File: config.mk
export PLATFORM = sky130hd
export DESIGN_NAME = sched_wb_queue
export DESIGN_NICKNAME = d
export VERILOG_FILES = /design/src/rtl/swq_pkg.sv /design/src/rtl/swq_head.sv /design/src/rtl/swq_slot_sel.sv /design/src/rtl/swq_ring.sv /design/src/rtl/sched_wb_queue.sv
export SDC_FILE = /design/constraint.sdc
export NUM_CORES = 1
export LEC_CHECK = 0
export ABC_AREA = 1
export BUFFER_PORTS_ARGS = -buffer_cell sky130_fd_sc_hd__buf_2
export CAP_MARGIN = 20
export CORE_MARGIN = 2
export CORE_UTILIZATION = 45
export CTS_BUF_LIST = sky130_fd_sc_hd__clkbuf_8
export DETAILED_ROUTE_END_ITERATION = 6
export GPL_TIMING_DRIVEN = 0
export PLACE_DENSITY_LB_ADDON = 0.15
export SLEW_MARGIN = 20
export SYNTH_ARGS = -nofsm -noshare
export SYNTH_HDL_FRONTEND = slang
export SYNTH_HIERARCHICAL = 1
export SYNTH_SLANG_ARGS = --single-unit
File: constraint.sdc
create_clock -name clk -period 5.51 [get_ports clk]
set_input_delay 0.8265 -clock clk [delete_from_list [all_inputs] [get_ports clk]]
set_output_delay 0.8265 -clock clk [all_outputs]
set_load 0.005 [all_outputs]
File: src/rtl/swq_pkg.sv
`timescale 1ns/1ps
package swq_pkg;
  localparam int OPW = 4;
  localparam logic [OPW-1:0] OP_NOP  = 4'd0;
  localparam logic [OPW-1:0] OP_VOUT = 4'd7;

  // Default number of steps from issue to maturity for each opcode.
  function automatic logic [2:0] default_latency(input logic [OPW-1:0] op);
    logic [2:0] l;
    case (op)
      4'd1, 4'd2: l = 3'd5;
      4'd3:       l = 3'd7;
      4'd5:       l = 3'd2;
      4'd6:       l = 3'd3;
      4'd8, 4'd9: l = 3'd4;
      default:    l = 3'd2;
    endcase
    return l;
  endfunction
endpackage

File: src/rtl/swq_head.sv
`timescale 1ns/1ps
module swq_head #(
  parameter int DEPTH = 7,
  localparam int PW = $clog2(DEPTH)
) (
  input  logic          clk,
  input  logic          rst,
  input  logic          advance,
  output logic [PW-1:0] head
);
  always_ff @(posedge clk) begin
    if (rst)
      head <= '0;
    else if (advance)
      head <= (head == PW'(DEPTH - 1)) ? '0 : head + PW'(1);
  end
endmodule

File: src/rtl/swq_slot_sel.sv
`timescale 1ns/1ps
module swq_slot_sel
  import swq_pkg::*;
#(
  parameter int DEPTH = 7,
  parameter int LW    = 3,
  localparam int PW = $clog2(DEPTH),
  localparam int SW = PW + 1
) (
  input  logic [PW-1:0]  head,
  input  logic [OPW-1:0] opcode,
  input  logic [LW-1:0]  lat_in,
  output logic [PW-1:0]  ins_slot
);
  logic [LW-1:0] eff_lat;
  logic [SW-1:0] sum;

  always_comb begin
    eff_lat = (lat_in == '0) ? LW'(default_latency(opcode)) : lat_in;
    // slot reached after advancing once and then (eff_lat - 1) more
    sum = SW'(head) + SW'(eff_lat);
    if (sum >= SW'(DEPTH))
      sum = sum - SW'(DEPTH);
    ins_slot = sum[PW-1:0];
  end
endmodule

File: src/rtl/swq_ring.sv
`timescale 1ns/1ps
module swq_ring #(
  parameter int DEPTH = 7,
  parameter int DW    = 32,
  localparam int PW = $clog2(DEPTH)
) (
  input  logic          clk,
  input  logic          rst,
  input  logic [PW-1:0] rd_idx,
  input  logic          clr_en,
  input  logic          wr_en,
  input  logic [PW-1:0] wr_idx,
  input  logic [DW-1:0] wr_data,
  output logic [DW-1:0] rd_data,
  output logic          pend_nz
);
  logic [DW-1:0] slot_q [DEPTH];

  for (genvar i = 0; i < DEPTH; i++) begin : g_slot
    always_ff @(posedge clk) begin
      if (rst)
        slot_q[i] <= '0;
      else if (wr_en && wr_idx == PW'(i))
        slot_q[i] <= wr_data;
      else if (clr_en && rd_idx == PW'(i))
        slot_q[i] <= '0;
    end
  end

  always_comb begin
    rd_data = '0;
    pend_nz = 1'b0;
    for (int i = 0; i < DEPTH; i++) begin
      if (rd_idx == PW'(i))
        rd_data = slot_q[i];
      if (wr_idx == PW'(i))
        pend_nz = (slot_q[i] != '0) && !(clr_en && rd_idx == wr_idx);
    end
  end
endmodule

File: src/rtl/sched_wb_queue.sv
`timescale 1ns/1ps
module sched_wb_queue
  import swq_pkg::*;
#(
  parameter int DEPTH = 7,
  parameter int DW    = 32,
  parameter int AW    = 7,
  parameter int LW    = 3,
  localparam int PW = $clog2(DEPTH)
) (
  input  logic           clk,
  input  logic           rst,
  input  logic           issue_valid,
  input  logic [OPW-1:0] opcode,
  input  logic [AW-1:0]  dest,
  input  logic [DW-1:0]  result,
  input  logic [LW-1:0]  latency,
  output logic           rf_we,
  output logic [AW-1:0]  rf_addr,
  output logic [DW-1:0]  rf_data,
  output logic           collision,
  output logic           vertex_done
);
  logic          step;
  logic          ins_en;
  logic [PW-1:0] head_q;
  logic [PW-1:0] ins_slot;
  logic [DW-1:0] head_val;
  logic          pend_nz;

  assign step   = issue_valid && (opcode != OP_VOUT);
  assign ins_en = step && (opcode != OP_NOP);

  swq_head #(.DEPTH(DEPTH)) u_head (
    .clk     (clk),
    .rst     (rst),
    .advance (step),
    .head    (head_q)
  );

  swq_slot_sel #(.DEPTH(DEPTH), .LW(LW)) u_sel (
    .head     (head_q),
    .opcode   (opcode),
    .lat_in   (latency),
    .ins_slot (ins_slot)
  );

  swq_ring #(.DEPTH(DEPTH), .DW(DW)) u_ring (
    .clk     (clk),
    .rst     (rst),
    .rd_idx  (head_q),
    .clr_en  (step),
    .wr_en   (ins_en),
    .wr_idx  (ins_slot),
    .wr_data (result),
    .rd_data (head_val),
    .pend_nz (pend_nz)
  );

  always_ff @(posedge clk) begin
    if (rst) begin
      rf_we       <= 1'b0;
      rf_addr     <= '0;
      rf_data     <= '0;
      collision   <= 1'b0;
      vertex_done <= 1'b0;
    end else begin
      rf_we       <= step && (dest != '0);
      collision   <= ins_en && pend_nz;
      vertex_done <= issue_valid && (opcode == OP_VOUT);
      if (step) begin
        rf_addr <= dest;
        rf_data <= head_val;
      end
    end
  end
endmodule

After elaboration in Yosys (flattened, before gate mapping):

Memories as Yosys holds them, arrays and structs flattened.
Cells that the tools add are included.

* bits in registers: 45
* memories kept: 1
* RAM bits: 224
* input bits: 49

* order comparisons: 1
* reduce and logical (&&, ||, !) cells: 42
* add/subtract/negate cells: 3
* mux-type cells: 83
* eq/ne operators: 21
* bitwise operators: 14

Memories
* u_ring.slot_q: words 7, bits a word 32, read ports 7, clocked after memory_dff 0, wr ports 7, line swq_ring.sv:17 `logic [DW-1:0] slot_q [DEPTH];`

Operators with widths (number)
* $mux W32: 21
* $reduce_bool A32 Y1: 7
* $mux W1: 58
* $logic_and A1 B1 Y1: 27
* $eq A3 B3 Y1 const B: 6
* $or A1 B1 Y1: 14
* $eq A3 B2 Y1 const B: 4
* $pmux W3 S4: 1
* $logic_not A3 Y1: 3
* $mux W3: 3
* $eq A4 B2 Y1 const B: 2
* $eq A4 B3 Y1 const B: 2
* $eq A4 B4 Y1 const B: 2
* $reduce_bool A7 Y1: 1
* $eq A3 B1 Y1 const B: 2
* $add A3 B3 Y4: 1
* $eq A4 B1 Y1 const B: 1
* $ge A4 B3 Y1 const B: 1
* $ne A4 B3 Y1 const B: 1
* $reduce_bool A4 Y1: 1
* $reduce_or A2 Y1: 2
* $add A3 B1 Y3 const B: 1
* $eq A3 B3 Y1: 1
* $sub A3 B3 Y3 const B: 1
* $logic_not A1 Y1: 1

Longest topological paths before layout:

* word-level depth: 19
* depth in mapped cells: 25
* depth with buffers taken out: 25

Hierarchy:

The synthesis kept the hierarchy.

By module, submodules not included
* swq_ring: area each 10138.5 sq um, times used 1, seq. area each 6726.5 sq um, cells an instance 993
* sched_wb_queue: area each 1964.4 sq um, times used 1, seq. area each 840.8 sq um, cells an instance 279
* swq_slot_sel: area each 287.8 sq um, times used 1, seq. area each 0.0 sq um, cells an instance 49
* swq_head: area each 140.1 sq um, times used 1, seq. area each 60.1 sq um, cells an instance 22

Worst setup path before layout:

No wires, ideal clock.

* path type: input port to flip-flop
* from: in opcode[0]
* to: mem u_ring.slot_q[2][0], enable pin
* path slack: 1.084 ns
* arrival time: 3.960 ns
* cell stages on the path: 14
* setup time: 0.466 ns
* cells stage by stage: o21ai_1 nand2_1 a21o_1 ha_1 fa_1 ha_1 nand2_2 nand2_2 nand2_1 nand2_1 inv_1 nor3_1 a21oi_1 o21ai_0

RTL lines
* start, declared: line sched_wb_queue.sv:14 `input logic [OPW-1:0] opcode,`
* end, declared: line swq_ring.sv:17

==> metrics.md <==
| Metric | Value |
|---|---|
| Worst path bufs/invs | 3 |
| Hold Path End | rf_addr[2] |
| Design Power | 4860 uW |
| F_max | 0.253 GHz |
| Root buf cell | clkbuf_8 |
| Setup Viol. Count Final | 0 |
| Vias in the first global route | 9649 |
| Maximum VDD drop | 0.171 mV |
| Clock slew at reported path FFs | approximately 0.060 ns |
| Final period utilization | 0.716 |
| # H-tree levels | 2 |
| Hold Path Class | register to register |
| Drt drc | 0 |
| Combinational family with the most area after synthesis | simple AND/OR/NAND/NOR gates |
| Initial antenna violation count | 0 |
| R2R Path End | u_ring/slot_q[0][26] |
| Initial core utilization | 0.454 |
| PwrDens | 335 mW/mm^2 |
| Final Hold Vio Count | 0 |
| Post-CTS Setup Inserts | 0 |
| Grt ovf | 0 |
| Required @ worst endpoint | 5.76 ns |
| Slew Limit Fails | 0 |
| Gr usage total | 0.230 |
| Worst-Margin Slew | 0.833 ns |
| Synthesized area per cell | 9.33 sq um |
| Area added between synthesis and finish | 15.5% |
| CTS buffer count | 45 |
| Routability cong. | 0.902 |
| Die Footprint | 0.0292 sq mm |
| Core Box Area | 0.0276 sq mm |
| Hold_sp | rf_addr[2] |
| Die Y | 171 microns |
| Yosys warnings | 6 |
| Setup CP Type | input pin to register |
| Xor and xnor area share after synthesis | 0 |
| DR vias | 9855 |
| Most common cell after layout, fill and taps aside | nor2_1 |
| Multiplexer share of the synthesized area | 0 |
| TritonRoute pass-1 iters | 5 |
| Clk_skew | 0.0310 ns |
| CTS tree | done |
| Critical path arrival | 4.19 ns |
| Critical path, cell by cell | buf_2, nor2_1, o21ai_1, nand2_1, a21o_1, ha_1, fa_1, ha_1, nand2_2, nand2_2, nand2_1, nand2_1, nor3_1, nand2_1, o211ai_1, buf_4, buf_4 |
| IO Port Bufs | 89 |
| Worst Setup Start Kind | input pin |
| CTS Hold Bufs | 0 |
| Family with the most delay on the worst path | simple AND/OR/NAND/NOR gates |
| Adder-Cell Fraction of Synth Area | 0.00559 |
| Worst-Skew Late Latency | 0.56 ns |
| Area fraction in compound gates after synthesis | 0.0646 |
| Final WL | 33200 microns |
| P_leak | 0.00619 uW |
| Worst R2R Setup Slack | ~1.8 ns |
| DRT antenna net count | 0 |
| Crit path depth | 17 |
| Number of antenna diodes | 0 |
| # IOs | 91 |
| Hold path depth | 2 |
| Die Wd | 171 microns |
| Critical path's most frequent cell | nand2_1 |
| Fin crit period | 3.95 ns |
| Final Non-Filler Cells | between 1500 and 2000 |
| #FFs+latches synth | roughly 270 |
| Placement Rows | 61 |
| Worst Path Max Fanout | 8 |
| Setup crit end kind | register |
| Placed cells | approximately 1800 |
| Synthesized-area fraction occupied by and/or/nand/nor cells | 0.243 |
| Fraction of layout instances using a drive strength above 1 | 0.139 |
| Max-slew headroom | 0.443 |
| Num Clock Sinks | ~270 |
| RSZ-0062 raised after global routing | false |
| Starting DRT DRC Count | 901 |
| Post-DR wirelength/cell | 17.4 microns |
| Mapped cell area | 0.0125 sq mm |
| Worst r2r path cells | 12 |
| Sequential share of the synthesized area | 0.609 |
| Final HPWL DP | about 25000 microns |
| Layout Nets | 1543 |
| Worst R2R Start | u_head/head[0] |
| CP max stage cell | fa_1 |
| Largest net degree at the start of global routing | 31 |
| Max_cap viols | 0 |
| CP peak stage delay | 0.49 ns |
| First-pass GRT wire length | 51400 microns |
| Post-synthesis cell count | 1343 |
| Commonest non-fill, non-tap cells in the layout | nor2_1 (342), edfxtp_1 (224), nand2_1 (221) |
| Post_cts resized | 0 |
| Post-synthesis net count | between 1000 and 1500 |
| Clk buf depth | 3 |
| DR vias/cell | between 5 and 6 |
| Outcome | finished clean |
| Unique masters post-synth | 35 |
## logic make-up (layout without fill, tap and decap cells)
group / Yosys count / after routing
fa+ha+maj: 5 / 5
compound gates: 122 / 122
flops: 269 / 269
buf+inv: 227 / 407
simple gates: 720 / 720
## metal layers
layer | part of all wire | global-route usage | vias up
li1 | - | - | 4818
met1 | 0.46 | 0.326 | 4597
met2 | 0.45 | 0.366 | 378
met3 | 0.070 | 0.0365 | 62
met4 | 0.023 | 0.0718 | 0
met5 | 0 | 0 | -
## metrics by stage
stage | TNS [ns] | utilization | hold slack [ns] | setup slack [ns] | instance area [sq um]
finish | 0 | 0.524 | 0.472 | 1.56 | 14500
detailed placement | 0 | 0.494 | 0.464 | 1.07 | 13600
floorplan | 0 | - | 0.475 | 1.08 | 12500
global placement | -37.00 | 0.487 | 0.456 | -0.585 | 13400
CTS | 0 | 0.524 | 0.479 | 1.63 | 14500
global route | 0 | 0.524 | 0.504 | 1.26 | 14500
## worst max-delay path by stage
stage	from	to	slack, ns
after detailed placement	opcode[3]	u_ring/slot_q[0][29]	1.07
after global placement	opcode[2]	u_ring/slot_q[1][25]	-0.58
after global routing	opcode[3]	u_ring/slot_q[0][28]	1.26
final	opcode[3]	u_ring/slot_q[0][26]	1.56
after floorplan	opcode[0]	u_ring/slot_q[2][0]	1.08
after CTS	opcode[3]	u_ring/slot_q[0][26]	1.63
## final cells by class
cell class	count	area, sq um
flip-flops and latches	269	7630
clock buffers	52	716
plain buffers	64	372
fillers	2606	13200
inverters	163	612
well taps	378	473
clock inverters	29	118
repair buffers	99	614
multi-input cells	847	3950
## cell usage after synthesis
cell type | instances | area, sq um
nor2_2 | 1 | 6.26
inv_2 | 6 | 22.5
a221oi_1 | 32 | 280
nand2_1 | 221 | 830
buf_2 | 10 | 50.1
nand2_2 | 5 | 31.3
nand3_2 | 2 | 20.0
buf_6 | 8 | 90.1
a21oi_4 | 1 | 16.3
a21o_1 | 2 | 15.0
nand4_1 | 42 | 263
o22ai_1 | 32 | 200
nand3b_1 | 1 | 7.51
o21ai_0 | 4 | 20.0
buf_4 | 5 | 37.5
ha_1 | 4 | 50.1
clkbuf_1 | 34 | 128
nor4_1 | 24 | 150
nor3_1 | 9 | 45.0
o21ai_1 | 1 | 5.00
nor3_4 | 1 | 16.3
dfxtp_1 | 45 | 901
a221o_1 | 4 | 40.0
edfxtp_1 | 224 | 6730
inv_1 | 157 | 589
nor2_1 | 342 | 1280
a21oi_1 | 45 | 225
nand3_1 | 66 | 330
o211ai_1 | 1 | 7.51
fa_1 | 1 | 20.0
nor3_2 | 4 | 40.0
clkbuf_8 | 4 | 55.1
or2_2 | 1 | 6.26
buf_1 | 3 | 11.3
nand2_4 | 1 | 11.3
## worst reg2reg max path: cells and delay by family, from the launching register on
family	cells	cell delay, ns
adders and majority gates	3	1.06
and+or+nand+nor	6	0.90
DFF	1	0.56
buffers and inverters	2	0.51
AOI/OAI and AO/OA	1	0.38
## where the power goes
group	leakage, uW	internal, uW	switching, uW
combinational	0.00297	233	487
clock	0.000495	855	780
sequential	0.00273	2410	86.9
## sequential cells by signal (all words and copies together), names as in the netlist
name and flops:
u_ring/slot_q 224, rf_addr 7, u_head/head 3, collision 1, rf_we 1, rf_data 32, vertex_done 1
Power figures use the tool's default switching activity.
